<file path="config.mk">
export PLATFORM = sky130hd
export DESIGN_NAME = adc_seq_ctrl
export DESIGN_NICKNAME = d
export VERILOG_FILES = /design/src/rtl/adc_seq_pkg.sv /design/src/rtl/adc_sclk_tick.sv /design/src/rtl/adc_frame_seq.sv /design/src/rtl/adc_tag_pipe.sv /design/src/rtl/adc_seq_ctrl.sv
export SDC_FILE = /design/constraint.sdc
export NUM_CORES = 1
export LEC_CHECK = 0
export ABC_CLOCK_PERIOD_IN_PS = 2380
export BUFFER_PORTS_ARGS = -buffer_cell sky130_fd_sc_hd__buf_4
export CAP_MARGIN = 20
export CORE_UTILIZATION = 37
export CTS_BUF_LIST = sky130_fd_sc_hd__clkbuf_4 sky130_fd_sc_hd__clkbuf_8
export DETAILED_ROUTE_END_ITERATION = 6
export GPL_TIMING_DRIVEN = 0
export PLACE_DENSITY = 0.54
export SETUP_SLACK_MARGIN = 0.1
export SLEW_MARGIN = 20
export SYNTH_ARGS = -nofsm -noshare
export SYNTH_HDL_FRONTEND = slang
export SYNTH_SLANG_ARGS = --single-unit
</file>
<file path="constraint.sdc">
create_clock -name clk -period 2.38 [get_ports clk]
set_clock_uncertainty 0.2 [all_clocks]
set_input_delay 0.476 -clock clk [delete_from_list [all_inputs] [get_ports clk]]
set_output_delay 0.476 -clock clk [all_outputs]
set_load 0.05 [all_outputs]
</file>
<file path="src/rtl/adc_seq_pkg.sv">
package adc_seq_pkg;

  localparam int FRAME_BITS = 16;
  localparam int RES_W      = 12;
  localparam int ADDR_W     = 3;
  localparam int ADDR_FIRST = 2;
  localparam int BIT_IDX_W  = $clog2(FRAME_BITS);

  typedef logic [ADDR_W-1:0]     addr_t;
  typedef logic [RES_W-1:0]      res_t;
  typedef logic [FRAME_BITS-1:0] word_t;

  // Command-line value for a given bit slot of the frame.
  function automatic logic cmd_bit(input addr_t a, input logic [BIT_IDX_W-1:0] k);
    logic b;
    b = 1'b0;
    for (int i = 0; i < ADDR_W; i++) begin
      if (k == BIT_IDX_W'(ADDR_FIRST + i)) b = a[ADDR_W-1-i];
    end
    return b;
  endfunction

  // Scan pointer step with wrap at n inputs.
  function automatic addr_t step_addr(input addr_t a, input int n);
    if (int'(a) >= n - 1) return '0;
    return a + addr_t'(1);
  endfunction

  // Result field of a completed frame word: the trailing RES_W samples.
  function automatic res_t word_result(input word_t w);
    return w[RES_W-1:0];
  endfunction

endpackage

</file>
<file path="src/rtl/adc_sclk_tick.sv">
module adc_sclk_tick #(
  parameter int HALF_DIV = 40
) (
  input  logic clk,
  input  logic rst,
  input  logic hold,
  output logic tick
);
  localparam int CW = (HALF_DIV > 2) ? $clog2(HALF_DIV) : 1;

  logic [CW-1:0] cnt;

  assign tick = (cnt == CW'(HALF_DIV - 1));

  always_ff @(posedge clk) begin
    if (rst || hold)  cnt <= '0;
    else if (tick)    cnt <= '0;
    else              cnt <= cnt + CW'(1);
  end
endmodule

</file>
<file path="src/rtl/adc_frame_seq.sv">
module adc_frame_seq
  import adc_seq_pkg::*;
#(
  parameter int N_CH = 8
) (
  input  logic  clk,
  input  logic  rst,
  input  logic  tick,
  input  logic  run,
  input  logic  scan_mode,
  input  addr_t chan_sel,
  input  logic  dout,
  output logic  cs_n,
  output logic  sclk,
  output logic  din,
  output logic  busy,
  output logic  start_evt,
  output logic  done_evt,
  output addr_t frame_addr,
  output logic  frame_scan,
  output word_t frame_word
);
  localparam int PH_W = $clog2(2 * FRAME_BITS + 1);
  localparam logic [PH_W-1:0] LAST_PH = PH_W'(2 * FRAME_BITS - 1);
  localparam logic [PH_W-1:0] TAIL_PH = PH_W'(2 * FRAME_BITS);

  logic [PH_W-1:0]      ph;
  addr_t                ptr;
  addr_t                next_addr;
  logic [BIT_IDX_W-1:0] bit_idx;
  logic                 fall_evt, rise_evt, tail_evt;

  assign bit_idx   = ph[BIT_IDX_W:1];
  assign fall_evt  = tick && busy && (ph != TAIL_PH) && !ph[0];
  assign rise_evt  = tick && busy && ph[0];
  assign tail_evt  = tick && busy && (ph == TAIL_PH);
  assign next_addr = scan_mode ? ptr : chan_sel;

  always_ff @(posedge clk) begin
    if (rst) begin
      cs_n       <= 1'b1;
      sclk       <= 1'b1;
      din        <= 1'b0;
      busy       <= 1'b0;
      ph         <= '0;
      ptr        <= '0;
      frame_addr <= '0;
      frame_scan <= 1'b0;
      frame_word <= '0;
      start_evt  <= 1'b0;
      done_evt   <= 1'b0;
    end else begin
      start_evt <= 1'b0;
      done_evt  <= 1'b0;
      if (!busy) begin
        if (run) begin
          busy      <= 1'b1;
          cs_n      <= 1'b0;
          ph        <= '0;
          start_evt <= 1'b1;
        end
      end else if (fall_evt) begin
        sclk <= 1'b0;
        ph   <= ph + PH_W'(1);
        if (ph == '0) begin
          frame_addr <= next_addr;
          frame_scan <= scan_mode;
          din        <= cmd_bit(next_addr, '0);
          if (scan_mode) ptr <= step_addr(ptr, N_CH);
        end else begin
          din <= cmd_bit(frame_addr, bit_idx);
        end
      end else if (rise_evt) begin
        sclk       <= 1'b1;
        frame_word <= {frame_word[FRAME_BITS-2:0], dout};
        if (ph == LAST_PH) begin
          done_evt <= 1'b1;
          ph       <= run ? '0 : TAIL_PH;
        end else begin
          ph <= ph + PH_W'(1);
        end
      end else if (tail_evt) begin
        cs_n <= 1'b1;
        busy <= 1'b0;
        din  <= 1'b0;
        ph   <= '0;
      end
    end
  end
endmodule

</file>
<file path="src/rtl/adc_tag_pipe.sv">
module adc_tag_pipe
  import adc_seq_pkg::*;
(
  input  logic  clk,
  input  logic  rst,
  input  logic  start_evt,
  input  logic  done_evt,
  input  addr_t frame_addr,
  input  logic  frame_scan,
  input  word_t frame_word,
  output logic  res_valid,
  output res_t  res_data,
  output addr_t res_chan
);
  addr_t prev_addr;
  logic  prev_ok;
  logic  keep_evt;

  assign keep_evt = prev_ok && (frame_scan || (frame_addr == prev_addr));

  always_ff @(posedge clk) begin
    if (rst) begin
      res_valid <= 1'b0;
      res_data  <= '0;
      res_chan  <= '0;
      prev_addr <= '0;
      prev_ok   <= 1'b0;
    end else begin
      res_valid <= 1'b0;
      if (start_evt) begin
        prev_ok <= 1'b0;
      end else if (done_evt) begin
        res_valid <= keep_evt;
        res_data  <= word_result(frame_word);
        res_chan  <= prev_addr;
        prev_addr <= frame_addr;
        prev_ok   <= 1'b1;
      end
    end
  end
endmodule

</file>
<file path="src/rtl/adc_seq_ctrl.sv">
module adc_seq_ctrl
  import adc_seq_pkg::*;
#(
  parameter int HALF_DIV = 40,
  parameter int N_CH     = 8
) (
  input  logic        clk,
  input  logic        rst,
  input  logic        run,
  input  logic        scan_mode,
  input  logic [2:0]  chan_sel,
  input  logic        adc_dout,
  output logic        adc_cs_n,
  output logic        adc_sclk,
  output logic        adc_din,
  output logic        res_valid,
  output logic [11:0] res_data,
  output logic [2:0]  res_chan
);
  logic  tick, busy, start_evt, done_evt, frame_scan;
  addr_t frame_addr;
  word_t frame_word;

  adc_sclk_tick #(.HALF_DIV(HALF_DIV)) u_tick (
    .clk (clk),
    .rst (rst),
    .hold(!busy),
    .tick(tick)
  );

  adc_frame_seq #(.N_CH(N_CH)) u_seq (
    .clk       (clk),
    .rst       (rst),
    .tick      (tick),
    .run       (run),
    .scan_mode (scan_mode),
    .chan_sel  (chan_sel),
    .dout      (adc_dout),
    .cs_n      (adc_cs_n),
    .sclk      (adc_sclk),
    .din       (adc_din),
    .busy      (busy),
    .start_evt (start_evt),
    .done_evt  (done_evt),
    .frame_addr(frame_addr),
    .frame_scan(frame_scan),
    .frame_word(frame_word)
  );

  adc_tag_pipe u_tag (
    .clk       (clk),
    .rst       (rst),
    .start_evt (start_evt),
    .done_evt  (done_evt),
    .frame_addr(frame_addr),
    .frame_scan(frame_scan),
    .frame_word(frame_word),
    .res_valid (res_valid),
    .res_data  (res_data),
    .res_chan  (res_chan)
  );
endmodule

</file>
* Word level (Yosys, flattened, before mapping) *
Index checks and enable logic that the tools add are counted.

storage, ports and cells
  register bits = 57
  logic and storage cells = 102
  bits of input ports = 8

cells by class
  $add $sub $neg = 3
  eq/ne operators = 13
  mux-type cells = 36
  bitwise operators = 5
  $lt $le $gt $ge = 1
  reduce and logical (&&, ||, !) cells = 27

operators with widths
  cell                                                 count
  two-way mux 6 bit                                    7
  two-way mux 1 bit                                    26
  adder 6 x 1 -> 6 bit, second input constant          2
  equality test 6 bit, second input constant           2
  two-way mux 3 bit                                    3
  AND reduction 3 bit                                  3
  equality test 4 x 2 -> 1 bit, second input constant  2
  AND reduction 4 bit                                  2
  equality test 6 x 5 -> 1 bit, second input constant  1
  logical AND 1 bit                                    6
  logical NOT 6 bit                                    1
  inequality test 2 bit, second input constant         3
  inequality test 6 bit, second input constant         1
  AND reduction 2 bit                                  3
  nonzero test 2 bit                                   3
  OR reduction 2 bit                                   3
  NOT 1 bit                                            5
  equality test 4 x 3 -> 1 bit, second input constant  1
  inequality test 4 bit, second input constant         1
  OR reduction 4 bit                                   1
  adder 3 x 1 -> 3 bit, second input constant          1
  equality test 3 bit                                  1
  >= comparator 3 bit, second input constant           1
  OR reduction 3 bit                                   1
  3 further kinds                                      5

* Logic depth before layout (Yosys ltp) *
  depth in word-level cells = 8
  mapped depth = 8
  mapped depth without buffers = 7

* Modules after synthesis *
A second synthesis with hierarchy kept.

second synthesis, totals
  cells, all modules = 263
  area total of the unflattened synthesis = 2,502.4 µm²

by module, submodules not included
  module         instances  cells an instance  seq. area each (µm²)  area each (µm²)
  adc_frame_seq  1          147                700.7                 1,495.2
  adc_tag_pipe   1          89                 400.4                 759.5
  adc_sclk_tick  1          26                 120.1                 244.0
  adc_seq_ctrl   1          1                  0.0                   3.8

* Worst setup path after synthesis *
Ideal clock, no wire load.

  kind = flip-flop to flip-flop
  start point = register u_seq.ph[0]
  end point = register u_seq.ptr[2]
  library setup time = 0.070 ns
  cell stages (with the launch flop) = 8
  arrival time = 2.020 ns
  setup slack = 0.090 ns
  buffers on the path = 0
  path through = dfxtp_1 inv_1 ha_1 or4b_4 nor2_4 nand4_4 or4b_1 a21oi_1

between the ends
  longest elaborated chain between the ends = 4

ends and longest elaborated chain
  what                               line                 RTL
  start: declaration                 adc_frame_seq.sv:27  logic [PH_W-1:0] ph;
  start signal: assignment           adc_frame_seq.sv:64  ph <= ph + PH_W'(1);
  start signal: assignment           adc_frame_seq.sv:78  ph <= run ? '0 : TAIL_PH;
  start signal: assignment           adc_frame_seq.sv:80  ph <= ph + PH_W'(1);
  inequality test 6 bit              adc_frame_seq.sv:34  assign fall_evt = tick && busy && (ph != TAIL_PH) && !ph[0];
  logical AND 1 bit (2 in a row)     adc_frame_seq.sv:34
  AND reduction 4 bit (no line) (*)  --
  end signal: assignment             adc_frame_seq.sv:69  if (scan_mode) ptr <= step_addr(ptr, N_CH);
  end: declaration                   adc_frame_seq.sv:28  addr_t ptr;

Mark *: on every way between the ends. The rest lies on a longest branch, timed or not.
A chain may end at the register's enable or synchronous reset.

* Final worst setup path *
Ends and elaborated chain as after synthesis.

==> impl_metrics.json <==
{
  "clk_pin_slew_ns": 0.07,
  "grt_pass1_vias": 1717,
  "final_area_um2": 2880,
  "drc": 0,
  "wl_per_cell_um": 12.2,
  "routed_wl_um": 4660,
  "syn_inst": 257,
  "power.density_nw_per_um2": 667,
  "place_area_um2": 2590,
  "ys_seq_elements": 57,
  "ir_drop_v": 0.000416,
  "preCtsSetupSlack_ns": -0.0468,
  "combPwrFrac": 0.029,
  "end_kind": "flop",
  "switching_power_w": 0.000433,
  "grt.total_usage": 0.163,
  "grt_max_degree": 12,
  "cts-buffers-inserted": 9,
  "syn2layout_area_growth_pct": 25.3,
  "min_period_over_period": 0.938,
  "via_per_inst": 4.88,
  "ys_seq_area_frac": 0.496,
  "final_util": 0.484,
  "fmax_mhz": 448,
  "clockBufferDepth": 2,
  "tightest_slew_ns": 0.521,
  "core_area_um2": 5960,
  "mostFrequentLayoutCells": "nand2_1, dfxtp_1, buf_4",
  "drv_slew": 0,
  "fin_ws_ns": 0.148,
  "dp_cells": 358,
  "drv_cap": 0,
  "multi_input_area_um2": 1080,
  "ios": 27,
  "nFillCells": 604,
  "swShare": 0.225,
  "antenna_cells": 0,
  "die_h_um": 80.9,
  "crit_required_ns": 2.44,
  "avgSynthCellArea_um2": 8.95,
  "rows": 28,
  "clock_latency_ns": 0.33,
  "vias": 1861,
  "synth-compound-area-share": 0.135,
  "critPathLaunchType": "flop",
  "synthSimpleGateAreaFrac": 0.229,
  "dr.first_iter.drc_count": 43,
  "die_area_um2": 6540,
  "dr.pass1.iters": 6,
  "synth_mux_area_frac": 0.0364,
  "maxSlewHeadroom": 0.653,
  "leakage_nw": 1.13,
  "io_buffers": 26,
  "ys_warn_count": 0,
  "path_class": "flop to flop",
  "p_clk_frac": 0.472,
  "cts_max_level": 3,
  "fin_crit_ns": 2.23,
  "seq_power_share": 0.499,
  "ff_latch_area_um2": 1150,
  "die_w_um": 80.9,
  "mostFrequentLayoutCell": "nand2_1",
  "rsz0062_at_grt": "no",
  "globalRouteOverflowTotal": 0,
  "grt_pass1_wl_um": 8010,
  "hold_path.class": "primary input to flop",
  "crit_fanout": 4,
  "synth-adder-area-share": 0.0272,
  "synth_area_um2": 2300,
  "gp_congestion": 0.748,
  "power.internal_w": 0.00149,
  "place_hpwl_um": 3170,
  "synth_xor_area_frac": 0.0305,
  "postRouteAntennaNets": 0,
  "drive_gt1_frac": 0.222,
  "total_power_w": 0.00192,
  "start_util": 0.386,
  "worst_ep_arrival_time_ns": 2.29,
  "synth_top_family_by_area": "simple AND/OR/NAND/NOR gates",
  "hold_viol": 0,
  "setup_viol": 0,
  "synth_cell_types": 38,
  "final_cells": 381,
  "cts_tree": "done",
  "cts_num_sinks": 57,
  "antenna_found_initial": 0,
  "ctsRootBufferMaster": "clkbuf_8",
  "nets": 314,
  "status": "completed",
  "syn-num-nets": 270
}
-- power by group through the flow --
stage	sequential, W	clock [W]	combinational (W)
finish	0.000959	0.000909	0.0000558
global route	0.000959	0.000987	0.0000628
CTS	0.000961	0.000938	0.0000564
detailed placement	0.000983	0	0.0000561
global placement	0.000983	0	0.0000558
floorplan	0.000987	0	0.0000277
-- synthesized netlist by cell type --
cell,number,area share
or4_1,1,0.0033
and3_1,1,0.0027
clkbuf_1,8,0.013
a22o_1,12,0.046
nor3b_1,3,0.0098
o21ai_0,2,0.0044
or4b_4,1,0.0060
dfxtp_1,57,0.50
buf_6,2,0.0098
inv_1,7,0.011
a31oi_1,4,0.011
xor2_1,3,0.011
nor3_1,3,0.0065
nand4b_1,1,0.0038
or3_1,5,0.014
nor4_1,2,0.0054
a22oi_1,1,0.0033
ha_1,5,0.027
or4b_1,1,0.0044
dlymetal6s2s_1,1,0.0054
o21a_1,1,0.0033
a21oi_1,28,0.061
nand2b_1,4,0.011
mux2i_1,5,0.022
nor2_1,17,0.028
and2_1,2,0.0054
a41oi_1,1,0.0038
xnor2_1,5,0.019
nor2b_1,2,0.0054
mux2_2,3,0.015
and4b_1,1,0.0044
a21o_1,1,0.0033
buf_4,1,0.0033
nor2_4,1,0.0049
nand4_4,1,0.0092
nand3_1,6,0.013
nand2_1,57,0.093
clkbuf_2,1,0.0022
-- registers in the layout, indices dropped and copies added, names as in the netlist, 3 cells and up --
signal and flops:
u_seq.ptr 3, u_tag.res_chan 3, u_seq.ph 6, u_tag.prev_addr 3, u_tick.cnt 6, u_seq.frame_addr 3
u_seq.frame_word 12, u_tag.res_data 12
-- per-stage QoR --
| step | hold WS, ns | TNS, ns |
|---|---|---|
| 5_1_grt | 0.140 | 0 |
| 6_report | 0.151 | 0 |
| 2_1_floorplan | 0.218 | 0 |
| 4_1_cts | 0.135 | 0 |
| 3_5_place_dp | 0.240 | -0.0759 |
| 3_3_place_gp | 0.235 | -0.0468 |
-- final timing paths --
path,startpoint,to,slack (ns),cells past startpoint
worst min-delay path,run,u_seq.busy,0.15,2
worst max-delay path,u_seq.ph[0],u_seq.ptr[2],0.15,7
worst max register to register,u_seq.ph[0],u_seq.ptr[2],0.15,7
worst min register to register,u_tick.cnt[0],u_tick.cnt[0],0.25,1
-- final cells by class --
cell class / instances / area share
tap: 75 / 0.0325
clock buffer: 10 / 0.0477
clock inverter: 6 / 0.0234
buffer: 13 / 0.0286
multi-input combinational: 180 / 0.374
inverter: 7 / 0.00998
timing repair buffer: 33 / 0.0859
sequential: 57 / 0.398
-- per-layer routing --
metal	vias to the layer above	routed length (µm)	global-route usage
met5	-	0	0
met4	0	23	0.0536
met2	31	2110	0.252
met3	2	195	0.0685
met1	859	2330	0.205
li1	969	-	-
-- timing repair --
action | 4_1_cts | 5_1_grt
setup endpoints to repair | 17 | 19
hold buffers | 0 | 0
setup buffers | 1 | 6
resized for setup | 2 | 13
pin swaps | 0 | 5
-- logic make-up after synthesis --
kind of cell               count (synthesis)
DFF                                       57
and+or+nand+nor                          109
xor gates and xnor gates                   8
AOI/OAI and AO/OA                         50
muxes                                      8
buffers and inverters                     20
adders and majority gates                  5
-- critical path: stages, from the launching register on --
cell and delay [ns]:
dfxtp_4 0.35, inv_2 0.08, ha_4 0.13, or4b_4 0.49, nor2_4 0.16, nand4_4 0.11
or4b_1 0.52, a21oi_1 0.13
(Power assumes the default switching activity.)
